==> src/rtl/txf_pkg.sv <==
package txf_pkg;
  typedef enum logic [1:0] {
    ST_WAIT  = 2'd0,
    ST_FETCH = 2'd1,
    ST_SEND  = 2'd2
  } txf_state_e;
endpackage

==> src/rtl/txf_ctrl.sv <==
module txf_ctrl
  import txf_pkg::*;
#(
  parameter int AW    = 32,
  parameter int LW    = 7,
  parameter int CW    = 8,
  parameter int LANES = 4
) (
  input  logic          clk,
  input  logic          rst_n,
  input  logic          tx_en,
  input  logic          desc_ready,
  input  logic [AW-1:0] desc_ptr,
  input  logic [LW-1:0] desc_len,
  input  logic          mem_valid,
  input  logic          xmit_done,
  output logic          desc_accept,
  output logic          mem_req,
  output logic [AW-1:0] mem_addr,
  output logic          frame_ready,
  output logic          word_we,
  output logic [CW-1:0] word_base,
  output logic [LW-1:0] frame_len
);
  txf_state_e    state_q, state_d;
  logic [CW-1:0] cnt_q, cnt_d;
  logic [AW-1:0] ptr_q, ptr_d;
  logic [LW-1:0] len_q, len_d;
  logic          all_fetched;

  assign all_fetched = (cnt_q >= CW'(len_q));

  always_comb begin
    state_d     = state_q;
    cnt_d       = cnt_q;
    ptr_d       = ptr_q;
    len_d       = len_q;
    desc_accept = 1'b0;
    mem_req     = 1'b0;
    word_we     = 1'b0;
    unique case (state_q)
      ST_WAIT: begin
        if (tx_en && desc_ready) begin
          desc_accept = 1'b1;
          ptr_d       = desc_ptr;
          len_d       = desc_len;
          cnt_d       = '0;
          state_d     = ST_FETCH;
        end
      end
      ST_FETCH: begin
        if (all_fetched) begin
          state_d = ST_SEND;
        end else begin
          mem_req = 1'b1;
          if (mem_valid) begin
            word_we = 1'b1;
            cnt_d   = cnt_q + CW'(LANES);
          end
        end
      end
      ST_SEND: begin
        if (xmit_done) state_d = ST_WAIT;
      end
      default: state_d = ST_WAIT;
    endcase
  end

  always_ff @(posedge clk or negedge rst_n) begin
    if (!rst_n) begin
      state_q <= ST_WAIT;
      cnt_q   <= '0;
      ptr_q   <= '0;
      len_q   <= '0;
    end else begin
      state_q <= state_d;
      cnt_q   <= cnt_d;
      ptr_q   <= ptr_d;
      len_q   <= len_d;
    end
  end

  assign mem_addr    = ptr_q + AW'(cnt_q);
  assign frame_ready = (state_q == ST_SEND);
  assign word_base   = cnt_q;
  assign frame_len   = len_q;
endmodule

==> src/rtl/txf_unpack.sv <==
module txf_unpack #(
  parameter int DW        = 32,
  parameter int BUF_BYTES = 64,
  parameter int LW        = 7,
  parameter int CW        = 8,
  parameter int IW        = 6
) (
  input  logic          clk,
  input  logic          word_we,
  input  logic [CW-1:0] word_base,
  input  logic [LW-1:0] frame_len,
  input  logic [DW-1:0] word,
  input  logic [IW-1:0] rd_idx,
  output logic [7:0]    rd_byte
);
  localparam int LANES = DW / 8;

  logic [7:0]    store [BUF_BYTES];
  logic [LANES-1:0] lane_we;
  logic [IW-1:0] lane_idx  [LANES];
  logic [7:0]    lane_byte [LANES];

  for (genvar j = 0; j < LANES; j++) begin : g_lane
    logic [CW-1:0] pos;
    assign pos          = word_base + CW'(j);
    assign lane_we[j]   = word_we && (pos < CW'(frame_len));
    assign lane_idx[j]  = pos[IW-1:0];
    assign lane_byte[j] = word[DW-1-8*j -: 8];
  end

  always_ff @(posedge clk) begin
    for (int j = 0; j < LANES; j++) begin
      if (lane_we[j]) store[lane_idx[j]] <= lane_byte[j];
    end
  end

  assign rd_byte = store[rd_idx];
endmodule

==> src/rtl/txfetch_engine.sv <==
module txfetch_engine #(
  parameter int AW        = 32,
  parameter int DW        = 32,
  parameter int BUF_BYTES = 64,
  localparam int LW       = $clog2(BUF_BYTES + 1),
  localparam int IW       = $clog2(BUF_BYTES)
) (
  input  logic          clk,
  input  logic          rst_n,
  input  logic          tx_en,
  input  logic          desc_ready,
  input  logic [AW-1:0] desc_ptr,
  input  logic [LW-1:0] desc_len,
  output logic          desc_accept,
  output logic          mem_req,
  output logic [AW-1:0] mem_addr,
  input  logic [DW-1:0] mem_rdata,
  input  logic          mem_valid,
  output logic          frame_ready,
  input  logic          xmit_done,
  input  logic [IW-1:0] rd_idx,
  output logic [7:0]    rd_byte
);
  localparam int CW    = LW + 1;
  localparam int LANES = DW / 8;

  logic [1:0]    rst_sync_q;
  logic          srst_n;
  logic          word_we;
  logic [CW-1:0] word_base;
  logic [LW-1:0] frame_len;

  always_ff @(posedge clk or negedge rst_n) begin
    if (!rst_n) rst_sync_q <= 2'b00;
    else        rst_sync_q <= {rst_sync_q[0], 1'b1};
  end
  assign srst_n = rst_sync_q[1];

  txf_ctrl #(.AW(AW), .LW(LW), .CW(CW), .LANES(LANES)) u_ctrl (
    .clk         (clk),
    .rst_n       (srst_n),
    .tx_en       (tx_en),
    .desc_ready  (desc_ready),
    .desc_ptr    (desc_ptr),
    .desc_len    (desc_len),
    .mem_valid   (mem_valid),
    .xmit_done   (xmit_done),
    .desc_accept (desc_accept),
    .mem_req     (mem_req),
    .mem_addr    (mem_addr),
    .frame_ready (frame_ready),
    .word_we     (word_we),
    .word_base   (word_base),
    .frame_len   (frame_len)
  );

  txf_unpack #(.DW(DW), .BUF_BYTES(BUF_BYTES), .LW(LW), .CW(CW), .IW(IW)) u_unpack (
    .clk       (clk),
    .word_we   (word_we),
    .word_base (word_base),
    .frame_len (frame_len),
    .word      (mem_rdata),
    .rd_idx    (rd_idx),
    .rd_byte   (rd_byte)
  );
endmodule

==> config.mk <==
export PLATFORM = sky130hd
export DESIGN_NAME = txfetch_engine
export DESIGN_NICKNAME = d
export VERILOG_FILES = /design/src/rtl/txf_pkg.sv /design/src/rtl/txf_ctrl.sv /design/src/rtl/txf_unpack.sv /design/src/rtl/txfetch_engine.sv
export SDC_FILE = /design/constraint.sdc
export NUM_CORES = 1
export LEC_CHECK = 0
export ABC_AREA = 1
export BUFFER_PORTS_ARGS = -buffer_cell sky130_fd_sc_hd__buf_2
export CORE_ASPECT_RATIO = 0.6
export CORE_UTILIZATION = 55
export DETAILED_ROUTE_END_ITERATION = 10
export PLACE_DENSITY = 0.72
export SKIP_CTS_REPAIR_TIMING = 1
export SYNTH_ARGS = -nofsm -noshare
export SYNTH_HDL_FRONTEND = slang
export SYNTH_SLANG_ARGS = --single-unit
==> constraint.sdc <==
create_clock -name clk -period 5.15 [get_ports clk]
set_input_delay 0.515 -clock clk [delete_from_list [all_inputs] [get_ports clk]]
set_output_delay 0.515 -clock clk [all_outputs]
set_load 0.02 [all_outputs]
[Word level (Yosys, flattened, before mapping)]
Memories as Yosys holds them, arrays and structs flattened.
Cells that the tools add are included.
Word-level totals
  flip-flop bits (word level): 51
  RAM bits: 512
  bits of input ports: 83
  word-level logic and storage cells: 56
  memories kept: 1
Memory list
  u_unpack.store: words 64, bits a word 8, read ports 1, clocked after Yosys merged registers in 0, write ports 4, line txf_unpack.sv:18  | logic [7:0] store [BUF_BYTES];
Cells by class
  $add $sub $neg: 5
  magnitude comparators: 5
  equality and inequality tests: 7
  muxes and demuxes: 23
  reductions and logical operators: 10
Operators by type and width (number)
  $add A32 B8 Y32: 1
  $lt A8 B7 Y1: 4
  $mux W8: 3
  $add A8 B2 Y8 const B: 2
  $pmux W8 S2: 1
  $mux W1: 15
  $add A8 B1 Y8 const B: 1
  $add A8 B3 Y8 const B: 1
  $ge A8 B7 Y1: 1
  $mux W2: 3
  $ne A2 B1 Y1 const B: 3
  $pmux W2 S3: 1
  $logic_and A1 B1 Y1: 5
  $ne A2 B2 Y1 const B: 2
  $reduce_and A4 Y1: 1
  $reduce_and A3 Y1: 1
  $eq A2 B1 Y1 const B: 1
  $eq A2 B2 Y1 const B: 1
  $logic_not A2 Y1: 1
  $reduce_and A2 Y1: 1
  $reduce_bool A2 Y1: 1

[Depth between registers and ports, before layout]
  depth in word-level cells: 6
  mapped depth: 12

[By module]
Synthesis repeated with hierarchy kept, for this count alone.
Unflattened totals
  cells, all modules: 7847
  area total of the unflattened synthesis: 50531.0 um^2
By module, submodules not included
  txf_unpack: times used 1, cells each 7368, area an instance 47282.8 um^2, seq. area each 15374.7 um^2
  txf_ctrl: times used 1, cells each 476, area an instance 3194.3 um^2, seq. area each 1176.1 um^2
  txfetch_engine: times used 1, cells each 3, area an instance 53.8 um^2, seq. area each 50.0 um^2

[Worst setup path after synthesis]
No wires, ideal clock.
  path kind: reg-to-reg
  start point: reg u_ctrl.cnt_q[3] (netlist: u_ctrl.word_base[3])
  end point: mem u_unpack.store[3][0] (enable)
  library setup time: 0.370 ns
  arrival: 2.232 ns
  data required time: 4.780 ns
  slack: 2.548 ns
  cell stages (with the launch flop): 12
  cells stage by stage: dfrtp_1 -> buf_2 -> clkbuf_1 -> ha_1 -> a21oi_1 -> nand2_1 -> nand2_1 -> nand2_1 -> a21oi_1 -> o21ai_1 -> buf_2 -> nor2_1
RTL lines
  from (decl): line txf_ctrl.sv:26  | logic [CW-1:0] cnt_q, cnt_d;
  from (signal assigned): line txf_ctrl.sv:77  | cnt_q <= cnt_d;
  to (decl): line txf_unpack.sv:18

[Worst setup path in the final report]
  start point: in rd_idx[0]
  end point: out rd_byte[1]
Between the ends
  cells in the longest elaborated chain, start to end: 1
RTL lines
  from (decl): line txfetch_engine.sv:21  | input logic [IW-1:0] rd_idx,
  $mem_v2 Z64 W8
  to (decl): line txfetch_engine.sv:22  | output logic [7:0] rd_byte
Every way passes these cells.

==> results by group <==
Status
  – Status: completed

Yosys
  – FFs w/ async S/R, synth: 8.734%
  – Synth area leaders: edfxtp_1 (51%), nand2_1 (22%), nand3_1 (12%)
  – Count of cell types in the netlist: 35
  – Post-synthesis adder-cell area fraction: less than 1%
  – Synth Warn #: 0
  – Synth Area in Compound Gates: 0.7763%
  – Seq/Total Area, Yosys: 54.79%
  – Number of synthesized flops with an enable pin: 512
  – Flops & latches, synth: between 500 and 600
  – Avg Inst Size Synth: 8.059 µm²
  – Most frequent cells after synthesis: nand2_1 (1,762), nand3_1 (710), edfxtp_1 (512), clkbuf_1 (335), nor2_1 (93)
  – Area leader, netlist: edfxtp_1
  – Top-count cell post-synth: nand2_1
  – Post-synth net total: 3,863
  – Synthesized cell area: 0.03030 mm²
  – Synth Area in Simple Gates: 36.74%
  – Post-synth top area share: 50.74%
  – XOR/XNOR Fraction of Synth Area: less than 1%
  – Post-Synthesis Cells: 3,760
  – Mux contribution to synthesized area: 0%
  – Largest family of logic cells by synthesized area: simple AND/OR/NAND/NOR gates
  – Ys flop type: edfxtp_1

Drt
  – Via density: 6.060
  – Vias: 26,320
  – Number of DRC markers in iteration 0: ~4,500
  – DR WL/cell: 23.33 µm
  – DRT antenna net count: 0
  – Routed WL: 101,300 µm
  – First drt pass iteration count: 6
  – # DRC: 0

Die
  – Boundary Pins: 126
  – Initial Util: 55.85%
  – Die Wd: 305.0 µm
  – Core area: 0.05425 mm²
  – Die Ht: 183.8 µm
  – Full die area: about 0.056 mm²
  – Num rows: 66

Global route
  – Pin count of the biggest net entering global routing: 126
  – Vias in the first global route: 23,320
  – Total global-route track usage: 35.91%
  – GRT met3 Usage: between 10% and 20%
  – Global Route met1 Usage: 53.22%
  – Aggregate global routing overflow: 0
  – GRT met2 Usage: 50.05%
  – Top Usage Layer GRT: met1
  – First-pass GRT wire length: 149,500 µm
  – Initial antenna violation count: 2

Placement
  – Placer Congestion: between 1 and 1.5
  – DPL Wire Length: 61,100 µm
  – Placed Cells: 4,246
  – IO buf count: 125
  – DP Area: 0.03076 mm²

Run
  – Max-Cap Viols: 0

Min path
  – Hold WC Path Type: input port to flip-flop

Worst setup path
  – CP arrival: about 3.2 ns
  – CP required: ~4.6 ns
  – Kind of critical path: input port to output port
  – Setup crit start kind: input port
  – Crit. End Element: output port
  – Crit-path max FO: 68

STA
  – Worst slew pin tran: 1.165 ns
  – Worst Skew: about 0.026 ns
  – Final worst-path cycle share: about 70%
  – Fmax: 270.2 MHz
  – Final Critical Period: 3.700 ns
  – Final Hold Fails: 0
  – Unrepaired setup endpoints after global routing: no
  – Final Max Slew Viols: 0
  – Fin Setup TNS: 0 ns
  – Worst rel slew slack: 22.32%
  – Final setup vio count: 0

Clock network
  – Root Buffer: clkbuf_16
  – Worst-path clk slew: around 0.060 ns
  – TritonCTS Buffers: between 50 and 60
  – Sink Count: around 560
  – CTS tree: built
  – Clk_lat worst skew: 0.62 ns
  – Max clock buf depth: 3
  – H-tree depth: 2

Pwr
  – Tot Pwr: 13.30 mW
  – VDD IR max: 0.3564 mV
  – Leak pwr: 13.86 nW
  – Pwr Density: 409.2 mW/mm²

Cells and area
  – Area Overhead vs Synth: 7.304%
  – Post-route cell area: 0.03251 mm²
  – Post-layout net count: ~3,700
  – Final core utilization: 59.93%
  – Non-Filler Instances: 4,343
  – Layout cells sized above 1: under 10%
## kinds of logic after synthesis
logic type	Yosys count
xor gates and xnor gates	22
adders and majority gates	20
buffers and inverters	485
AOI/OAI and AO/OA	44
and+or+nand+nor	2627
other	1
DFF	561
## worst paths after layout
kind,startpoint,endpoint,slack [ns],depth (start not counted)
max in group asynchronous,rst_sync_q[1],u_ctrl.ptr_q[8],4.06,0
min in group asynchronous,rst_n,rst_sync_q[0],0.22,2
setup / recovery,rd_idx[0],rd_byte[1],1.45,11
hold reg to reg,rst_sync_q[0],rst_sync_q[1],0.35,0
hold / removal,xmit_done,u_ctrl.state_q[1],0.08,2
setup reg to reg,u_ctrl.word_base[2],u_unpack.store[5][0],1.54,7
## power breakdown
| group | switching, mW | internal (mW) |
|---|---|---|
| Sequential | 0.252 | 5.38 |
| Clock | 1.79 | 2.30 |
| Combinational | 2.69 | 0.884 |
## per-stage QoR
step                worst slack (ns)  hold slack, ns
floorplan                      2.548          0.2194
global placement               1.655          0.3022
detailed placement             1.602          0.3015
CTS                            1.564         -0.3357
global route                   1.253         0.08556
finish                         1.450         0.08468
## flip-flops by register name (all words and copies together) (netlist names)
signal            count
rst_sync_q            2
u_ctrl.frame_len      7
u_ctrl.state_q        2
u_ctrl.word_base      6
u_unpack.store      512
u_ctrl.ptr_q         32
## critical path, cell delays in order
cell      delay, ns
clkbuf_8       0.41
buf_4          0.69
nand2_1        0.36
nand3_1        0.19
nand3_1        0.08
nand2_1        0.09
nand2_1        0.07
nand3_1        0.15
nand3_1        0.13
nand2_1        0.15
buf_2          0.18
## per-layer routing
metal / part of all wire (%) / vias to the layer above
met3: 17 / 254
met1: 39 / 12090
met5: 0.020 / -
met2: 40 / 2081
li1: - / 11900
met4: 3.2 / 2
## layout make-up
| type | count | area [µm²] |
|---|---|---|
| Fill cell | 4723 | 21740 |
| Sequential cell | 561 | 16600 |
| Multi-Input combinational cell | 2714 | 11820 |
| Clock buffer | 63 | 1374 |
| Timing Repair Buffer | 190 | 1190 |
| Tap cell | 714 | 893.4 |
| Clock inverter | 32 | 367.9 |
| Inverter | 68 | 262.8 |
| Antenna cell | 1 | 2.502 |
## cell usage in the layout, fill, tap and decap left out, types with 2 or more instances in the layout
cell type	n
buf_2	123
edfxtp_1	512
inv_1	51
inv_2	13
nor4_1	2
o21ai_0	24
xnor2_1	4
clkbuf_8	2
clkinv_2	16
bufinv_16	8
a21oi_1	14
nand2_1	1762
nor3_4	18
buf_12	5
nand3_1	710
clkbuf_1	9
nor2_2	7
nor2_1	93
nand4_1	10
nor3_1	7
ha_1	20
buf_4	60
dfrtp_1	48
o21ai_2	2
nor3_2	6
or2_2	3
clkinvlp_4	2
inv_6	3
xor2_1	18
clkinv_1	6
clkbuf_16	53
nand3b_1	3
nor2_4	3
No activity file was read; power rests on OpenSTA's default activity.
